## config.mk

```make
export PLATFORM = sky130hd
export DESIGN_NAME = csd_decoder
export DESIGN_NICKNAME = d
export VERILOG_FILES = /design/src/rtl/csd_pkg.sv /design/src/rtl/csd_hdr_decode.sv /design/src/rtl/csd_lowbit.sv /design/src/rtl/csd_wr_slot.sv /design/src/rtl/csd_decoder.sv
export SDC_FILE = /design/constraint.sdc
export NUM_CORES = 1
export LEC_CHECK = 0
export BUFFER_PORTS_ARGS = -buffer_cell sky130_fd_sc_hd__buf_2
export CORE_MARGIN = 5
export CORE_UTILIZATION = 28
export DETAILED_ROUTE_END_ITERATION = 7
export PLACE_DENSITY_LB_ADDON = 0.2
export SETUP_SLACK_MARGIN = 0.1
export SYNTH_ARGS = -nofsm -noshare
export SYNTH_HDL_FRONTEND = slang
export SYNTH_SLANG_ARGS = --single-unit
```

## constraint.sdc

```tcl
create_clock -name clk -period 8.8 [get_ports clk]
set_input_delay 0.44 -clock clk [delete_from_list [all_inputs] [get_ports clk]]
set_output_delay 0.44 -clock clk [all_outputs]
set_load 0.1 [all_outputs]
```

## src/rtl/csd_pkg.sv

```systemverilog
// Package: field layout and shared types of the command stream decoder.
// Assumes a 32-bit command word with the opcode in the top nibble.
package csd_pkg;
    localparam int DATA_W   = 32;
    localparam int OP_W     = 4;
    localparam int OP_LSB   = DATA_W - OP_W;
    localparam int OFF_LSB  = 16;
    localparam int OFF_W    = OP_LSB - OFF_LSB;
    localparam int CLS_LSB  = 6;
    localparam int CLS_W    = OFF_LSB - CLS_LSB;
    localparam int SCM_W    = CLS_LSB;
    localparam int LOW_W    = OFF_LSB;
    localparam int MIDX_W   = $clog2(LOW_W);
    localparam int GSHORT_W = LOW_W - 2;
    localparam int GCNT_W   = OP_LSB;
    localparam int ADDR_SH  = DATA_W - GCNT_W;

    localparam logic [OP_W-1:0] OP_SETCLS  = 4'd0;
    localparam logic [OP_W-1:0] OP_INCR    = 4'd1;
    localparam logic [OP_W-1:0] OP_FIXED   = 4'd2;
    localparam logic [OP_W-1:0] OP_MASKED  = 4'd3;
    localparam logic [OP_W-1:0] OP_IMM     = 4'd4;
    localparam logic [OP_W-1:0] OP_RESTART = 4'd5;
    localparam logic [OP_W-1:0] OP_GATHER  = 4'd6;
    localparam logic [OP_W-1:0] OP_GWIDE   = 4'd12;

    typedef enum logic [1:0] {ST_HDR, ST_DATA, ST_HALT} st_e;
    typedef enum logic [1:0] {DM_INCR, DM_FIXED, DM_MASK} dm_e;
endpackage

```

## src/rtl/csd_hdr_decode.sv

```systemverilog
// Header field extraction: slices a command word into its opcode fields.
// Purely combinational; assumes the caller decides if the word is a header.
module csd_hdr_decode
    import csd_pkg::*;
(
    input  logic [DATA_W-1:0] word,
    output logic [OP_W-1:0]   op,
    output logic [OFF_W-1:0]  off,
    output logic [CLS_W-1:0]  cls,
    output logic [SCM_W-1:0]  scm,
    output logic [LOW_W-1:0]  low,
    output logic [GCNT_W-1:0] g_cnt,
    output logic              g_regwr,
    output logic              g_incr,
    output logic              g_wide
);
    // Field slicing shared by every opcode.
    always_comb begin
        op      = word[DATA_W-1:OP_LSB];
        off     = word[OP_LSB-1:OFF_LSB];
        cls     = word[OFF_LSB-1:CLS_LSB];
        scm     = word[SCM_W-1:0];
        low     = word[LOW_W-1:0];
        g_regwr = word[LOW_W-1];
        g_incr  = word[LOW_W-2];
        g_wide  = (op == OP_GWIDE);
        g_cnt   = g_wide ? word[GCNT_W-1:0]
                         : GCNT_W'(word[GSHORT_W-1:0]);
    end
endmodule

```

## src/rtl/csd_lowbit.sv

```systemverilog
// Lowest-set-bit finder: index of the lowest set mask bit and the mask
// with that bit cleared. Assumes W is a power of two.
module csd_lowbit #(
    parameter int W = 16,
    localparam int IDX_W = $clog2(W)
) (
    input  logic [W-1:0]     mask,
    output logic [IDX_W-1:0] idx,
    output logic [W-1:0]     rest
);
    // Priority scan from the top so the lowest set bit wins.
    always_comb begin
        idx = '0;
        for (int i = W - 1; i >= 0; i--) begin
            if (mask[i]) idx = IDX_W'(i);
        end
    end

    // Clear the lowest set bit.
    assign rest = mask & (mask - W'(1));
endmodule

```

## src/rtl/csd_wr_slot.sv

```systemverilog
// One-entry write output register. It holds class, offset and data stable
// while the consumer stalls. Assumes load only happens when empty or draining.
module csd_wr_slot #(
    parameter int CW = 10,
    parameter int OW = 12,
    parameter int DW = 32
) (
    input  logic          clk,
    input  logic          rst_n,
    input  logic          load,
    input  logic [CW-1:0] in_cls,
    input  logic [OW-1:0] in_off,
    input  logic [DW-1:0] in_data,
    input  logic          out_ready,
    output logic          out_valid,
    output logic [CW-1:0] out_cls,
    output logic [OW-1:0] out_off,
    output logic [DW-1:0] out_data
);
    // Valid flag: set on load, cleared when the consumer takes the entry.
    always_ff @(posedge clk) begin
        if (!rst_n)         out_valid <= 1'b0;
        else if (load)      out_valid <= 1'b1;
        else if (out_ready) out_valid <= 1'b0;
    end

    // Payload capture on load only.
    always_ff @(posedge clk) begin
        if (!rst_n) begin
            out_cls  <= '0;
            out_off  <= '0;
            out_data <= '0;
        end else if (load) begin
            out_cls  <= in_cls;
            out_off  <= in_off;
            out_data <= in_data;
        end
    end
endmodule

```

## src/rtl/csd_decoder.sv

```systemverilog
// Command stream opcode decoder top. It accepts words, tracks the active
// opcode and the data still owed to it, and emits register writes and
// restart/gather descriptor pulses. Assumes the write consumer obeys
// valid/ready, and the descriptor consumers take pulses without stalling.
module csd_decoder
    import csd_pkg::*;
#(
    parameter int RESET_CLASS = 0
) (
    input  logic              clk,
    input  logic              rst_n,
    input  logic              cmd_valid,
    output logic              cmd_ready,
    input  logic [DATA_W-1:0] cmd_word,
    output logic              wr_valid,
    input  logic              wr_ready,
    output logic [CLS_W-1:0]  wr_class,
    output logic [OFF_W-1:0]  wr_offset,
    output logic [DATA_W-1:0] wr_data,
    output logic              restart_valid,
    output logic [DATA_W-1:0] restart_addr,
    output logic              gather_valid,
    output logic [GCNT_W-1:0] gather_count,
    output logic [OFF_W-1:0]  gather_offset,
    output logic              gather_regwr,
    output logic              gather_incr,
    output logic              gather_wide,
    output logic              err
);
    localparam logic [CLS_W-1:0] CLS_INIT = CLS_W'(RESET_CLASS);

    st_e              state, st_n;
    dm_e              mode, mode_n;
    logic [CLS_W-1:0] cur_cls, cls_n;
    logic [OFF_W-1:0] base_off, off_n;
    logic [LOW_W-1:0] remain, remain_n;
    logic [LOW_W-1:0] mask, mask_n;
    logic             take;

    logic [OP_W-1:0]   h_op;
    logic [OFF_W-1:0]  h_off;
    logic [CLS_W-1:0]  h_cls;
    logic [SCM_W-1:0]  h_scm;
    logic [LOW_W-1:0]  h_low;
    logic [GCNT_W-1:0] h_gcnt;
    logic              h_gregwr, h_gincr, h_gwide;

    logic [MIDX_W-1:0] m_idx;
    logic [LOW_W-1:0]  m_rest;

    logic              wl_load;
    logic [OFF_W-1:0]  wl_off;
    logic [DATA_W-1:0] wl_data;
    logic              rs_fire, gt_fire;

    csd_hdr_decode u_hdr (
        .word    (cmd_word),
        .op      (h_op),
        .off     (h_off),
        .cls     (h_cls),
        .scm     (h_scm),
        .low     (h_low),
        .g_cnt   (h_gcnt),
        .g_regwr (h_gregwr),
        .g_incr  (h_gincr),
        .g_wide  (h_gwide)
    );

    csd_lowbit #(.W(LOW_W)) u_lowbit (
        .mask (mask),
        .idx  (m_idx),
        .rest (m_rest)
    );

    csd_wr_slot #(.CW(CLS_W), .OW(OFF_W), .DW(DATA_W)) u_slot (
        .clk       (clk),
        .rst_n     (rst_n),
        .load      (wl_load),
        .in_cls    (cur_cls),
        .in_off    (wl_off),
        .in_data   (wl_data),
        .out_ready (wr_ready),
        .out_valid (wr_valid),
        .out_cls   (wr_class),
        .out_off   (wr_offset),
        .out_data  (wr_data)
    );

    // Accept only while running and the write slot is free or draining.
    assign cmd_ready = (state != ST_HALT) && (!wr_valid || wr_ready);
    assign take      = cmd_valid && cmd_ready;
    assign err       = (state == ST_HALT);

    // Next-state and write-generation logic for one accepted word.
    always_comb begin
        st_n     = state;
        mode_n   = mode;
        cls_n    = cur_cls;
        off_n    = base_off;
        remain_n = remain;
        mask_n   = mask;
        wl_load  = 1'b0;
        wl_off   = base_off;
        wl_data  = cmd_word;
        rs_fire  = 1'b0;
        gt_fire  = 1'b0;
        if (take) begin
            unique case (state)
                ST_HDR: begin
                    unique case (h_op)
                        OP_SETCLS: begin
                            cls_n  = h_cls;
                            off_n  = h_off;
                            mask_n = LOW_W'(h_scm);
                            mode_n = DM_MASK;
                            if (h_scm != '0) st_n = ST_DATA;
                        end
                        OP_INCR, OP_FIXED: begin
                            off_n    = h_off;
                            remain_n = h_low;
                            mode_n   = (h_op == OP_INCR) ? DM_INCR : DM_FIXED;
                            if (h_low != '0) st_n = ST_DATA;
                        end
                        OP_MASKED: begin
                            off_n  = h_off;
                            mask_n = h_low;
                            mode_n = DM_MASK;
                            if (h_low != '0) st_n = ST_DATA;
                        end
                        OP_IMM: begin
                            wl_load = 1'b1;
                            wl_off  = h_off;
                            wl_data = DATA_W'(h_low);
                        end
                        OP_RESTART:          rs_fire = 1'b1;
                        OP_GATHER, OP_GWIDE: gt_fire = 1'b1;
                        default:             st_n    = ST_HALT;
                    endcase
                end
                ST_DATA: begin
                    wl_load = 1'b1;
                    unique case (mode)
                        DM_INCR: begin
                            wl_off   = base_off;
                            off_n    = base_off + OFF_W'(1);
                            remain_n = remain - LOW_W'(1);
                            if (remain == LOW_W'(1)) st_n = ST_HDR;
                        end
                        DM_FIXED: begin
                            wl_off   = base_off;
                            remain_n = remain - LOW_W'(1);
                            if (remain == LOW_W'(1)) st_n = ST_HDR;
                        end
                        default: begin
                            wl_off = base_off + OFF_W'(m_idx);
                            mask_n = m_rest;
                            if (m_rest == '0) st_n = ST_HDR;
                        end
                    endcase
                end
                default: ;
            endcase
        end
    end

    // Decoder context registers.
    always_ff @(posedge clk) begin
        if (!rst_n) begin
            state    <= ST_HDR;
            mode     <= DM_INCR;
            cur_cls  <= CLS_INIT;
            base_off <= '0;
            remain   <= '0;
            mask     <= '0;
        end else begin
            state    <= st_n;
            mode     <= mode_n;
            cur_cls  <= cls_n;
            base_off <= off_n;
            remain   <= remain_n;
            mask     <= mask_n;
        end
    end

    // Restart descriptor pulse.
    always_ff @(posedge clk) begin
        if (!rst_n) begin
            restart_valid <= 1'b0;
            restart_addr  <= '0;
        end else begin
            restart_valid <= rs_fire;
            if (rs_fire) restart_addr <= {cmd_word[GCNT_W-1:0], {ADDR_SH{1'b0}}};
        end
    end

    // Gather descriptor pulse.
    always_ff @(posedge clk) begin
        if (!rst_n) begin
            gather_valid  <= 1'b0;
            gather_count  <= '0;
            gather_offset <= '0;
            gather_regwr  <= 1'b0;
            gather_incr   <= 1'b0;
            gather_wide   <= 1'b0;
        end else begin
            gather_valid <= gt_fire;
            if (gt_fire) begin
                gather_count  <= h_gcnt;
                gather_wide   <= h_gwide;
                gather_offset <= h_gwide ? '0 : h_off;
                gather_regwr  <= !h_gwide && h_gregwr;
                gather_incr   <= !h_gwide && h_gincr;
            end
        end
    end
endmodule

```

# After elaboration in Yosys (flattened, before gate mapping)

Cells that the tools add are included.

$add $sub $neg: 4
$mul: 0
Divide/modulo/power cells: 0
Magnitude comparators: 0
Equal/unequal tests: 23
Shifts and indexed selects: 0
Muxes and demuxes: 54
Bitwise logic cells: 1
Reductions and logical operators: 29

Operators by type and width:

| kind                                                                    | count |
|---|---|
| 32-bit two-way mux                                                      | 3 |
| 16-bit one-hot mux with 2 select lines                                  | 3 |
| 12-bit two-way mux                                                      | 6 |
| 4-bit two-way mux                                                       | 16 |
| 16-bit two-way mux                                                      | 3 |
| 12-bit one-hot mux with 2 select lines                                  | 2 |
| 16-bit by 1-bit subtractor with 16-bit output (second input constant)   | 2 |
| 28-bit two-way mux                                                      | 1 |
| 16-bit AND                                                              | 1 |
| 16-bit by 1-bit equality test with 1-bit output (second input constant) | 1 |
| 16-bit logical NOT                                                      | 1 |
| 16-bit nonzero test                                                     | 1 |
| 12-bit by 1-bit adder with 12-bit output (second input constant)        | 1 |
| 12-bit by 4-bit adder with 12-bit output                                | 1 |
| 4-bit by 3-bit equality test with 1-bit output (second input constant)  | 3 |
| 2-bit inequality test (second input constant)                           | 6 |
| 3-bit inequality test (second input constant)                           | 4 |
| 4-bit AND reduction                                                     | 3 |
| 1-bit two-way mux                                                       | 11 |
| 2-bit two-way mux                                                       | 5 |
| 4-bit by 2-bit equality test with 1-bit output (second input constant)  | 2 |
| 2-bit one-hot mux with 2 select lines                                   | 2 |
| 2-bit OR reduction                                                      | 4 |
| 4-bit OR reduction                                                      | 2 |
| 18 further kinds                                                        | 27 |

Register bits after elaboration: 186
Bits in latches: 0
RAM bits: 0
Memory bits (read-only): 0
Input port bits: 36
Output and inout bits: 134
Word-level logic and storage cells: 129
Memories: 0

# Depth between registers and ports, before layout

Gate-level depths: netlist (run 1).

Word-level depth: 20
Depth in mapped cells: 14
Depth with buffers taken out: 14

# By module

From an unflattened synthesis (run 1), not the netlist that was laid out.

Cell total of the unflattened synthesis: 1,173
Area, all modules: 9,944.5 um^2

By module, submodules not included:

| module         | times used | cells an instance | area an instance (um^2) | sequential area each (um^2) |
|---|---|---|---|---|
| csd_decoder    | 1          | 866               | 6,889.1                 | 2,622.5 |
| csd_wr_slot    | 1          | 177               | 2,128.3                 | 1,101.1 |
| csd_hdr_decode | 1          | 80                | 609.3                   | 0.0 |
| csd_lowbit     | 1          | 50                | 317.8                   | 0.0 |

# Least setup slack after synthesis (run 1)

OpenSTA, ideal clock, no wires.

Path kind: flip-flop to output port
From: register state[0]
To: output cmd_ready
Arrival time: 2,865 ps
Required time: 8,360 ps
Setup slack: 5,495 ps
Stages on the path, launching flop included: 4
Buffers on the path: 1
Cell sequence: dfxtp_1 > clkbuf_1 > nor2b_1 > nor2_1

Longest elaborated chain between the ends: 2

Ends and longest elaborated chain:

| element                | RTL line           | text |
|---|---|---|
| from (decl)            | csd_decoder.sv:32  | `st_e state, st_n;` |
| from (signal assigned) | csd_decoder.sv:176 | `state <= st_n;` |
| 2-bit inequality test  | csd_decoder.sv:90  | `assign cmd_ready = (state != ST_HALT) && (!wr_valid \|\| wr_ready);` |
| 1-bit logical AND      | csd_decoder.sv:90  |  |
| to (decl)              | csd_decoder.sv:13  | `output logic cmd_ready,` |

Every way passes these cells.

# Worst setup path after layout (run 1)

From: register mask[12]
To: register u_slot.out_off[8]

Longest elaborated chain between the ends: 17

Ends and longest elaborated chain:

| element                                  | RTL line           | text |
|---|---|---|
| from (decl)                              | csd_decoder.sv:37  | `logic [LOW_W-1:0] mask, mask_n;` |
| from (signal assigned)                   | csd_decoder.sv:181 | `mask <= mask_n;` |
| 4-bit two-way mux (13 in series)         | csd_lowbit.sv:15   | `if (mask[i]) idx = IDX_W'(i);` |
| 12-bit by 4-bit adder with 12-bit output | csd_decoder.sv:155 | `wl_off = base_off + OFF_W'(m_idx);` |
| 12-bit two-way mux                       | csd_decoder.sv:142 | `unique case (mode)` |
| 12-bit one-hot mux with 2 select lines   | csd_decoder.sv:108 | `unique case (state)` |
| 12-bit two-way mux                       | csd_decoder.sv:107 | `if (take) begin` |
| to (signal assigned)                     | csd_wr_slot.sv:35  | `out_off <= in_off;` |
| to (decl)                                | csd_wr_slot.sv:17  | `output logic [OW-1:0] out_off,` |

Every way passes these cells.
A chain may end at the register's enable or synchronous reset.

==> results of run 1 <==
==> metal layers <==
metal / track usage / part of all wire / up-vias
met5: 0 / 0.0011 / -
met1: 0.225 / 0.48 / 3685
li1: - / - / 3791
met3: 0.0404 / 0.055 / 26
met2: 0.260 / 0.45 / 213
met4: 0.0345 / 0.011 / 6
==> power by group through the flow <==
stage                     clock, uW  sequential, uW  combinational [uW]
final                           788             916                 452
after detailed placement          0             935                 453
after CTS                       810             915                 455
after global routing            846             922                 491
after global placement            0             935                 451
after floorplan                   0            1040                 236
==> state kept, by name (all words and copies together) (netlist names) <==
signal and count:
base_off 12, gather_valid 1, u_slot.out_valid 1, u_slot.out_off 12, u_slot.out_cls 10, state 2
cur_cls 10, gather_wide 1, gather_regwr 1, restart_addr 28, u_slot.out_data 32, remain 16
gather_incr 1, mode 2, gather_offset 12, gather_count 28, restart_valid 1, mask 16
==> layout make-up <==
class	instances	area (um2)	area share
Timing Repair Buffer	175	901	0.0911
Clock buffer	17	425	0.0430
Inverter	9	36.3	0.00367
Tap cell	384	480	0.0486
Sequential cell	186	3720	0.377
Multi-Input combinational cell	739	4150	0.419
Clock inverter	15	173	0.0175
==> cell families after synthesis <==
logic type                 Yosys count
other                                1
adders and majority gates            8
and+or+nand+nor                    409
muxes                               27
DFF                                186
buffers and inverters               92
xor gates and xnor gates             8
AOI/OAI and AO/OA                  283
==> cell usage after synthesis, types with 5 or more instances <==
cell type	number
a221oi_1	10
nor2_1	147
a31oi_1	11
mux2i_1	25
nand2b_1	14
o21ai_0	41
a22o_1	16
ha_1	7
dfxtp_1	186
nor4_1	14
nor2b_1	7
xor2_1	5
a211oi_1	5
and3_1	5
o221a_2	6
o22ai_1	8
and2_1	6
a22oi_1	44
nand3_1	14
nor3_1	22
clkbuf_1	61
buf_2	15
a21oi_1	102
nand2_1	155
inv_1	8
==> worst register-to-register path: stages, from the launching register on <==
cell and delay (ns):
dfxtp_1 0.52, o21bai_1 0.17, a21oi_1 0.09, o21ai_0 0.18
a31oi_1 0.11, o311a_1 0.31, ha_1 0.21, fa_1 0.42
a21o_1 0.19, a21oi_1 0.33, nor3b_1 0.12, xor2_1 0.16
a221oi_1 0.26, nor2_1 0.07
==> path summary, 6_finish.rpt <==
path,start,end,slack [ns],depth (start not counted)
setup / recovery,mask[12],u_slot.out_off[8],5.56,13
setup reg to reg,mask[12],u_slot.out_off[8],5.56,13
hold / removal,cmd_word[19],restart_addr[23],0.32,3
hold reg to reg,cur_cls[6],u_slot.out_cls[6],0.45,2
==> stage by stage <==
stage	std cells	instance area [um2]	power [uW]	setup WS, ns	hold WS (ns)
floorplan	1017	8220	1280	5.50	0.432
global placement	1493	9290	1390	5.69	0.440
detailed placement	1493	9290	1390	5.62	0.444
CTS	1525	9880	2180	5.60	0.314
global route	1525	9880	2260	5.35	0.329
finish	1525	9880	2160	5.56	0.317
==> flow_metrics.env, run 1 <==
export IMPL_power_switching_uw=756
export IMPL_cp_end_kind="flip-flop"
export IMPL_postSynthAreaPerCell_um2=8.09
export IMPL_wl_per_cell_um=18.2
export IMPL_start_kind="flip-flop"
export IMPL_status="finished, final reports clean"
export IMPL_pwr_share_clk=0.365
export IMPL_crit_top_cell="a21oi_1"
export IMPL_synth_compound_area_frac=0.224
export IMPL_drt_iter0_markers=534
export IMPL_yosysTopAreaCell="dfxtp_1"
export IMPL_synthMuxAreaShare=0.0332
export IMPL_synth_ff_type="dfxtp_1"
export IMPL_yosys_register_bits=186
export IMPL_internal_power_uw=1400
export IMPL_drcViolationCount=0
export IMPL_max_freq_mhz=309
export IMPL_synth_area_leaders="dfxtp_1 (45%), nand2_1 (7.1%), nor2_1 (6.7%)"
export IMPL_crit_required_ns=9.13
export IMPL_path_class="reg -> reg"
export IMPL_max_slew_margin=0.236
export IMPL_finalSetupViolations=0
export IMPL_cp_slowest_cell="dfxtp_1"
export IMPL_leakage_uw=0.00418
export IMPL_synth_top_area_frac=0.454
export IMPL_cts_path_max_buffers=2
export IMPL_cts_root_buf="clkbuf_16"
export IMPL_area_delta_synth_final_pct=20.5
export IMPL_diodes=0
export IMPL_switching_share=0.351
export IMPL_grt_pass1_vias=7209
export IMPL_synth_edff_count=0
export IMPL_slowest_delay_ns=0.52
export IMPL_dieWidth_um=181
export IMPL_grt_overflow_total=0
export IMPL_fillers=3109
export IMPL_rows=62
export IMPL_antenna_found_initial=3
export IMPL_path_buf_inv=0
export IMPL_cp_cell_sequence="o21bai_1 -> a21oi_1 -> o21ai_0 -> a31oi_1 -> o311a_1 -> ha_1 -> fa_1 -> a21o_1 -> a21oi_1 -> nor3b_1 -> xor2_1 -> a221oi_1 -> nor2_1"
export IMPL_arrival_ns=3.57
export IMPL_core_um2=28900
export IMPL_fin_worst_skew_ns=0.0151
export IMPL_cts_sinks=186
export IMPL_crit_family="compound AO/OA/AOI/OAI gates"
export IMPL_fin_crit_ns=3.24
export IMPL_worst_hold_path_type="in -> reg"
export IMPL_numPortBuffers=165
export IMPL_grt_usage=0.164
export IMPL_pwr_share_seq=0.425
export IMPL_start_util=0.284
export IMPL_synth_xor_area_share=0.00854
export IMPL_clk_pin_slew_ns=0.08
export IMPL_viasPerCell=5.06
export IMPL_post_cts_setup_buffers=0
export IMPL_syn_inst=1014
export IMPL_htree_levels=4
export IMPL_synth_top_family_by_area="compound AO/OA/AOI/OAI gates"
export IMPL_via_count=7721
export IMPL_min_period_over_period=0.368
export IMPL_totalNegativeSetupSlack_ns=0
export IMPL_drtPass1Iterations=7
export IMPL_drive_gt1_frac=0.206
export IMPL_synthesis_area_um2=8210
export IMPL_ios=170
export IMPL_yosysWarningCount=0
export IMPL_gp_congestion=0.827
export IMPL_post_route_util=0.343
export IMPL_mostFrequentLayoutCell="dfxtp_1"
export IMPL_layout_common_cells="dfxtp_1 (186), buf_2 (165), nand2_1 (155)"
export IMPL_drv_cap=0
export IMPL_rsz0062_at_grt="no"
export IMPL_fin_nets=1172
export IMPL_synthDistinctLibCells=68
export IMPL_pwr_density_cell_nw_per_um2=218
export IMPL_synth_fa_ha_area_frac=0.0131
export IMPL_drt_total_wl_um=27700
export IMPL_ctsHoldBuffers=0
export IMPL_clock_latency_ns=0.44
export IMPL_synthSimpleGateAreaFrac=0.220
export IMPL_ant_nets=0
export IMPL_finalHoldViolCount=0
export IMPL_vdd_drop_max_mv=0.131
export IMPL_die_h_um=181
export IMPL_cts_tree="done"
export IMPL_ys_seq_area_frac=0.454
export IMPL_slew_viol_final=0
export IMPL_grt_pass1_wl_um=43500
export IMPL_cp_max_fo=11
export IMPL_grt_start_max_net_pins=87
export IMPL_die_area_um2=32800
export IMPL_p_comb_frac=0.210
export IMPL_post_cts_resized=0
export IMPL_tightest_slew_ns=1.14
export IMPL_synthArstFlopShare=0
export IMPL_cts_made_buffers=17
export IMPL_dp_hpwl_um=18900
Power figures use the tool's default switching activity.
==> run 2, diff against run 1 <==
ABC_AREA = 1   (was not set)
clock period = 3.3 ns   (was 8.8 ns; I/O delays follow)
==> run 2 against run 1 <==
First-iteration DRC count up 0.37%; sequential share of layout area down 0.68 points; utilization down 0.20 points; critical path depth up 11; die area up 2.0%; synthesized cell count up 13%; hold slack worse by 0.30 ns.
==> flow_metrics.env, run 2 <==
export IMPL_start_kind="flip-flop"
export IMPL_ys_seq_area_frac=0.445
export IMPL_place_ws_ns=0.591
export IMPL_via_count=8170
export IMPL_diodes=0
export IMPL_synth_top_cells_by_count="nand2_1 (198), dfxtp_1 (186), a21oi_1 (147)"
export IMPL_slew_viol_final=0
export IMPL_synthArstFlopShare=0
export IMPL_finalHoldViolCount=0
export IMPL_yosys_register_bits=186
export IMPL_r2r_end="u_slot.out_off[10]"
export IMPL_cp_cell_sequence="inv_1 -> nand2_1 -> nand2_1 -> nand2_1 -> nand2_1 -> nand2_1 -> nand2_1 -> nand2_1 -> nand2_1 -> nand2_1 -> nand2_1 -> nand2_1 -> nand2_1 -> a21oi_1 -> ha_1 -> fa_1 -> nand3_1 -> nand2_1 -> nand2_1 -> nor2_1 -> nand4_1 -> o21ai_0 -> nand3_1 -> a21oi_1"
export IMPL_ctsHoldBuffers=0
export IMPL_power_uw=6580
export IMPL_cp_end_kind="flip-flop"
export IMPL_post_route_util=0.341
export IMPL_worst_hold_path_type="in -> reg"
export IMPL_numPortBuffers=165
export IMPL_clk_pin_slew_ns=0.08
export IMPL_drtPass1Iterations=5
export IMPL_timing_hold_ws_ns=0.0191
export IMPL_grt_overflow_total=0
export IMPL_htree_levels=4
export IMPL_post_cts_setup_buffers=0
export IMPL_wl_per_cell_um=16.7
export IMPL_die_h_um=183
export IMPL_met2_usage=0.263
export IMPL_crit_required_ns=3.68
export IMPL_synthesis_area_um2=8380
export IMPL_postSynthAreaPerCell_um2=7.32
export IMPL_pwr_density_cell_nw_per_um2=654
export IMPL_fin_worst_skew_ns=0.0148
export IMPL_crit_top_cell="nand2_1"
export IMPL_totalNegativeSetupSlack_ns=0
export IMPL_rsz0062_at_grt="no"
export IMPL_use_met1=0.220
export IMPL_ant_nets=0
export IMPL_holdCritStartpoint="cmd_word[26]"
export IMPL_status="finished, final reports clean"
export IMPL_ios=170
export IMPL_arrival_ns=3.07
export IMPL_cts_root_buf="clkbuf_16"
export IMPL_tightest_slew_ns=1.07
export IMPL_max_freq_mhz=372
export IMPL_grt_start_max_net_pins=59
export IMPL_synth_edff_count=0
export IMPL_clock_latency_ns=0.45
export IMPL_synthDistinctLibCells=46
export IMPL_grt_pass1_vias=7730
export IMPL_yosysMostFrequentCell="nand2_1"
export IMPL_grt_busiest_layer="met2"
export IMPL_leakage_uw=0.00447
export IMPL_cts_sinks=186
export IMPL_antenna_found_initial=2
export IMPL_whs_path_depth=3
export IMPL_regMostFlops="u_slot.out_data"
export IMPL_slowest_delay_ns=0.39
export IMPL_synth_ff_type="dfxtp_1"
export IMPL_drive_gt1_frac=0.196
export IMPL_finalSetupViolations=0
export IMPL_drt_iter0_markers=536
export IMPL_fin_crit_ns=2.69
export IMPL_fillers=3176
export IMPL_layout_common_cells="nand2_1 (198), dfxtp_1 (186), buf_2 (165)"
export IMPL_yosysWarningCount=0
export IMPL_vdd_drop_max_mv=0.364
export IMPL_drv_cap=0
export IMPL_reg2reg_depth=24
export IMPL_timing_rr_start="mask[13]"
export IMPL_grt_pass1_wl_um=43900
export IMPL_min_period_over_period=0.815
export IMPL_die_area_um2=33500
export IMPL_grt_usage=0.163
export IMPL_dp_hpwl_um=19600
export IMPL_synth_area_leaders="dfxtp_1 (44%), nand2_1 (8.9%), a21oi_1 (8.8%)"
export IMPL_fin_nets=1321
export IMPL_cp_max_fo=5
export IMPL_gr_usage_met3=0.0438
export IMPL_syn_inst=1144
export IMPL_core_um2=29600
export IMPL_drt_total_wl_um=28100
export IMPL_cts_made_buffers=17
export IMPL_multiInputGateArea_um2=3970
export IMPL_viasPerCell=4.86
export IMPL_largest_reg_flops=32
export IMPL_area_delta_synth_final_pct=20.2
export IMPL_cts_tree="done"
export IMPL_drcViolationCount=0
export IMPL_rows=63
export IMPL_cts_path_max_buffers=2
export IMPL_max_slew_margin=0.283
export IMPL_dieWidth_um=183
export IMPL_yosysTopAreaCell="dfxtp_1"
export IMPL_layout_setup_ws_ns=0.609
export IMPL_synth_top_area_frac=0.445
export IMPL_gp_congestion=0.829
export IMPL_whs_endpoint="gather_offset[10]"
export IMPL_post_cts_resized=0
export IMPL_regArea_um2=3720
export IMPL_cp_slowest_cell="dfxtp_1"
export IMPL_start_util=0.283
export IMPL_top_regs="u_slot.out_data (32), gather_count (28), restart_addr (28)"
export IMPL_mostFrequentLayoutCell="nand2_1"
export IMPL_path_class="reg -> reg"
export IMPL_r2r_slack_ns=0.61
[run 2: cell count changes after synthesis, moves of 12 or more]
cell / before / now
o21ai_0: 41 / 140
a22oi_1: 44 / 1
a22o_1: 16 / 0
nand3_1: 14 / 55
mux2i_1: 25 / 0
a21oi_1: 102 / 147
inv_1: 8 / 79
nor3_1: 22 / 10
o21ai_1: 2 / 17
clkbuf_1: 61 / 32
nor4_1: 14 / 1
nor2_1: 147 / 133
nand2b_1: 14 / 0
nand2_1: 155 / 198
[run 2: worst max-delay path, delay by kind of cell (launching register included)]
family | cells | cell delay (ns)
buffers and inverters | 1 | 0.09
adder cells (fa/ha/maj) | 2 | 0.44
AND/OR/NAND/NOR | 18 | 1.24
flip-flops | 1 | 0.39
AO/OA/AOI/OAI | 3 | 0.45
[run 2: final cells by class]
class	count	share of cell area
Clock buffer	18	0.0426
Multi-Input combinational cell	803	0.395
Inverter	89	0.0332
Timing Repair Buffer	180	0.0932
Tap cell	390	0.0485
Sequential cell	186	0.370
Clock inverter	14	0.0180
[run 2: kinds of logic after synthesis]
kind of cell	Yosys count	share of synthesized area
xor gates and xnor gates	10	0.0105
AOI/OAI and AO/OA	357	0.235
adders and majority gates	8	0.0128
DFF	186	0.445
other	1	0.000448
and+or+nand+nor	424	0.214
buffers and inverters	158	0.0825
[run 2: worst max path at each step]
stage          slack (ns)            endpoint  cells after the start     start
2_1_floorplan        1.02  u_slot.out_off[10]                     24  mask[13]
3_3_place_gp         0.63  u_slot.out_off[10]                     24  mask[13]
3_5_place_dp         0.59  u_slot.out_off[10]                     24  mask[13]
4_1_cts              0.57  u_slot.out_off[10]                     24  mask[13]
5_1_grt              0.18   u_slot.out_off[8]                     24  mask[13]
6_report             0.61  u_slot.out_off[10]                     24  mask[13]
[run 2: through the flow]
step                std cells  area [um2]
global placement         1648        9460
floorplan                1147        8390
CTS                      1680       10100
global route             1680       10100
detailed placement       1648        9460
finish                   1680       10100
[run 2: per-layer routing]
| layer | part of all wire | vias up |
|---|---|---|
| met5 | 0.00075 | - |
| met4 | 0.0072 | 4 |
| met3 | 0.070 | 18 |
| met2 | 0.46 | 210 |
| met1 | 0.46 | 3848 |
| li1 | - | 4090 |
[run 2: power by group]
part	total (uW)	switching, uW	internal (uW)
logic	1890	1450	436
clock network	2160	1060	1100
registers	2540	135	2400
total	6580	2650	3940
==> run 3, diff against run 2 <==
ABC_AREA = 0   (was 1)
clock period = 2.4 ns   (was 3.3 ns; I/O delays follow)
==> run 3 against run 2 <==
The flow now finishes with violations (negative setup slack); first-iteration DRC count increased by 6.3%; clock-buffer cell count decreased by 1; sequential share of layout area decreased by 1.6 points; global-route usage increased by 0.49 points; sequential cell count unchanged; setup slack got worse by 1.0 ns; sequential power increased by 31%; register-to-register slack got worse by 1.0 ns; die area decreased by 1.9%; non-clock buffer count increased by 61; via count decreased by 2.7%; critical path depth decreased by 10; critical endpoint is now u_slot.out_off[8]; highest routed layer unchanged.
==> flow_metrics.env, run 3 (same netlist as run 1, synthesis figures left out) <==
export IMPL_drt_iter0_markers=570
export IMPL_drtPass1Iterations=7
export IMPL_arrival_ns=3.14
export IMPL_regArea_um2=3730
export IMPL_ant_nets=0
export IMPL_min_period_over_period=1.17
export IMPL_tightest_slew_ns=1.23
export IMPL_cp_max_fo=4
export IMPL_grt_start_max_net_pins=87
export IMPL_finalHoldViolCount=0
export IMPL_status="finished with violations"
export IMPL_diodes=0
export IMPL_gp_congestion=0.794
export IMPL_crit_required_ns=2.72
export IMPL_max_freq_mhz=355
export IMPL_top_regs="u_slot.out_data (32), gather_count (28), restart_addr (28)"
export IMPL_place_ws_ns=-0.481
export IMPL_area_delta_synth_final_pct=28.6
export IMPL_violations="negative setup slack"
export IMPL_core_um2=28900
export IMPL_cts_path_max_buffers=2
export IMPL_vdd_drop_max_mv=0.325
export IMPL_leakage_uw=0.00455
export IMPL_layout_common_cells="dfxtp_1 (181), buf_2 (165), nand2_1 (155)"
export IMPL_pwr_density_cell_nw_per_um2=762
export IMPL_wl_per_cell_um=17.8
export IMPL_fin_nets=1238
export IMPL_fin_crit_ns=2.82
export IMPL_regMostFlops="u_slot.out_data"
export IMPL_start_kind="flip-flop"
export IMPL_drv_cap=0
export IMPL_cts_root_buf="clkbuf_16"
export IMPL_ios=170
export IMPL_dieWidth_um=181
export IMPL_drt_total_wl_um=28200
export IMPL_die_h_um=181
export IMPL_path_class="reg -> reg"
export IMPL_dp_hpwl_um=19500
export IMPL_grt_pass1_vias=7421
export IMPL_cts_made_buffers=17
export IMPL_drcViolationCount=0
export IMPL_clock_latency_ns=0.43
export IMPL_numPortBuffers=165
export IMPL_die_area_um2=32800
export IMPL_finalSetupViolations=11
export IMPL_grt_pass1_wl_um=44200
export IMPL_worst_hold_path_type="in -> reg"
export IMPL_viasPerCell=5.00
export IMPL_rsz0062_at_grt="yes"
export IMPL_drive_gt1_frac=0.265
export IMPL_via_count=7951
export IMPL_cp_end_kind="flip-flop"
export IMPL_htree_levels=4
export IMPL_max_slew_margin=0.180
export IMPL_multiInputGateArea_um2=4240
export IMPL_power_uw=8040
export IMPL_grt_overflow_total=0
export IMPL_layout_setup_ws_ns=-0.419
export IMPL_fillers=3079
export IMPL_rows=62
export IMPL_largest_reg_flops=32
export IMPL_grt_usage=0.167
export IMPL_clk_pin_slew_ns=0.07
export IMPL_antenna_found_initial=2
export IMPL_slew_viol_final=0
export IMPL_mostFrequentLayoutCell="dfxtp_1"
export IMPL_cts_tree="done"
export IMPL_cts_sinks=186
export IMPL_start_util=0.284
export IMPL_fin_worst_skew_ns=0.00724
## run 3: changes by cell type in the layout (fill, tap and decap cells not counted), sizes merged, moves of 16 or more
| cell | before | now |
|---|---|---|
| a21oi | 149 | 102 |
| nand2 | 202 | 155 |
| nand3 | 58 | 14 |
| o21ai | 157 | 43 |
| mux2i | 0 | 25 |
| inv | 96 | 15 |
| a22oi | 1 | 44 |
| a22o | 0 | 16 |
| buf | 180 | 238 |
## run 3: metal layers
metal / GRT usage / vias up / routed length (um)
li1: - / 3928 / -
met1: 0.225 / 3793 / 13100
met2: 0.279 / 207 / 13300
met4: 0.0303 / 2 / 279
met3: 0.0382 / 21 / 1530
met5: 0 / - / 13
## run 3: power by group
group	switching (uW)	internal, uW
Sequential	124	3210
Combinational	1290	569
Clock	1370	1470
## run 3: worst paths after layout
check,from,end,slack [ns],cells after the start
setup / recovery,mask[15],u_slot.out_off[8],-0.42,14
setup reg to reg,mask[15],u_slot.out_off[8],-0.42,14
hold reg to reg,u_slot.out_cls[1],u_slot.out_cls[1],0.45,2
hold / removal,cmd_word[10],u_slot.out_data[10],0.02,3
## run 3: worst max-delay path: stages, from the launching register on
cell and delay, ns:
dfxtp_2 0.33, nor2b_4 0.11, o21bai_1 0.12, a21oi_1 0.09, o21ai_1 0.15, a31oi_1 0.10
o311a_1 0.32, ha_2 0.20, fa_2 0.34, a21o_1 0.19, a21oi_4 0.19, nor3b_2 0.08
xor2_1 0.15, a221oi_1 0.27, nor2_1 0.07
## run 3: repair_timing
item                                    in CTS  in global routing
buffers inserted                             2                  2
hold buffers                                 3                  0
pin swaps                                    8                  2
endpoints found under the hold margin        3                  0
endpoints found under the setup margin      14                 14
resized for setup                           15                  5
gates cloned                                 0                  0
## run 3: area by class of cell
class                   count  share of cell area
clock inverters            15              0.0152
repair buffers            241               0.140
clock buffers              17              0.0403
inverters                   9             0.00344
well taps                 384              0.0455
multi-input cells         739               0.402
flip-flops and latches    186               0.354
## run 3: stage by stage
stage | std cells | cell area (um2) | utilization | TNS (ns) | hold slack [ns]
3_5_place_dp | 1552 | 9820 | 0.340 | -3.08 | 0.444
2_1_floorplan | 1017 | 8270 | - | -0.728 | 0.246
5_1_grt | 1591 | 10500 | 0.366 | -5.31 | 0.00708
3_3_place_gp | 1552 | 9820 | 0.340 | -2.86 | 0.440
6_report | 1591 | 10500 | 0.366 | -3.31 | 0.0183
4_1_cts | 1589 | 10500 | 0.364 | -3.54 | 0.00174
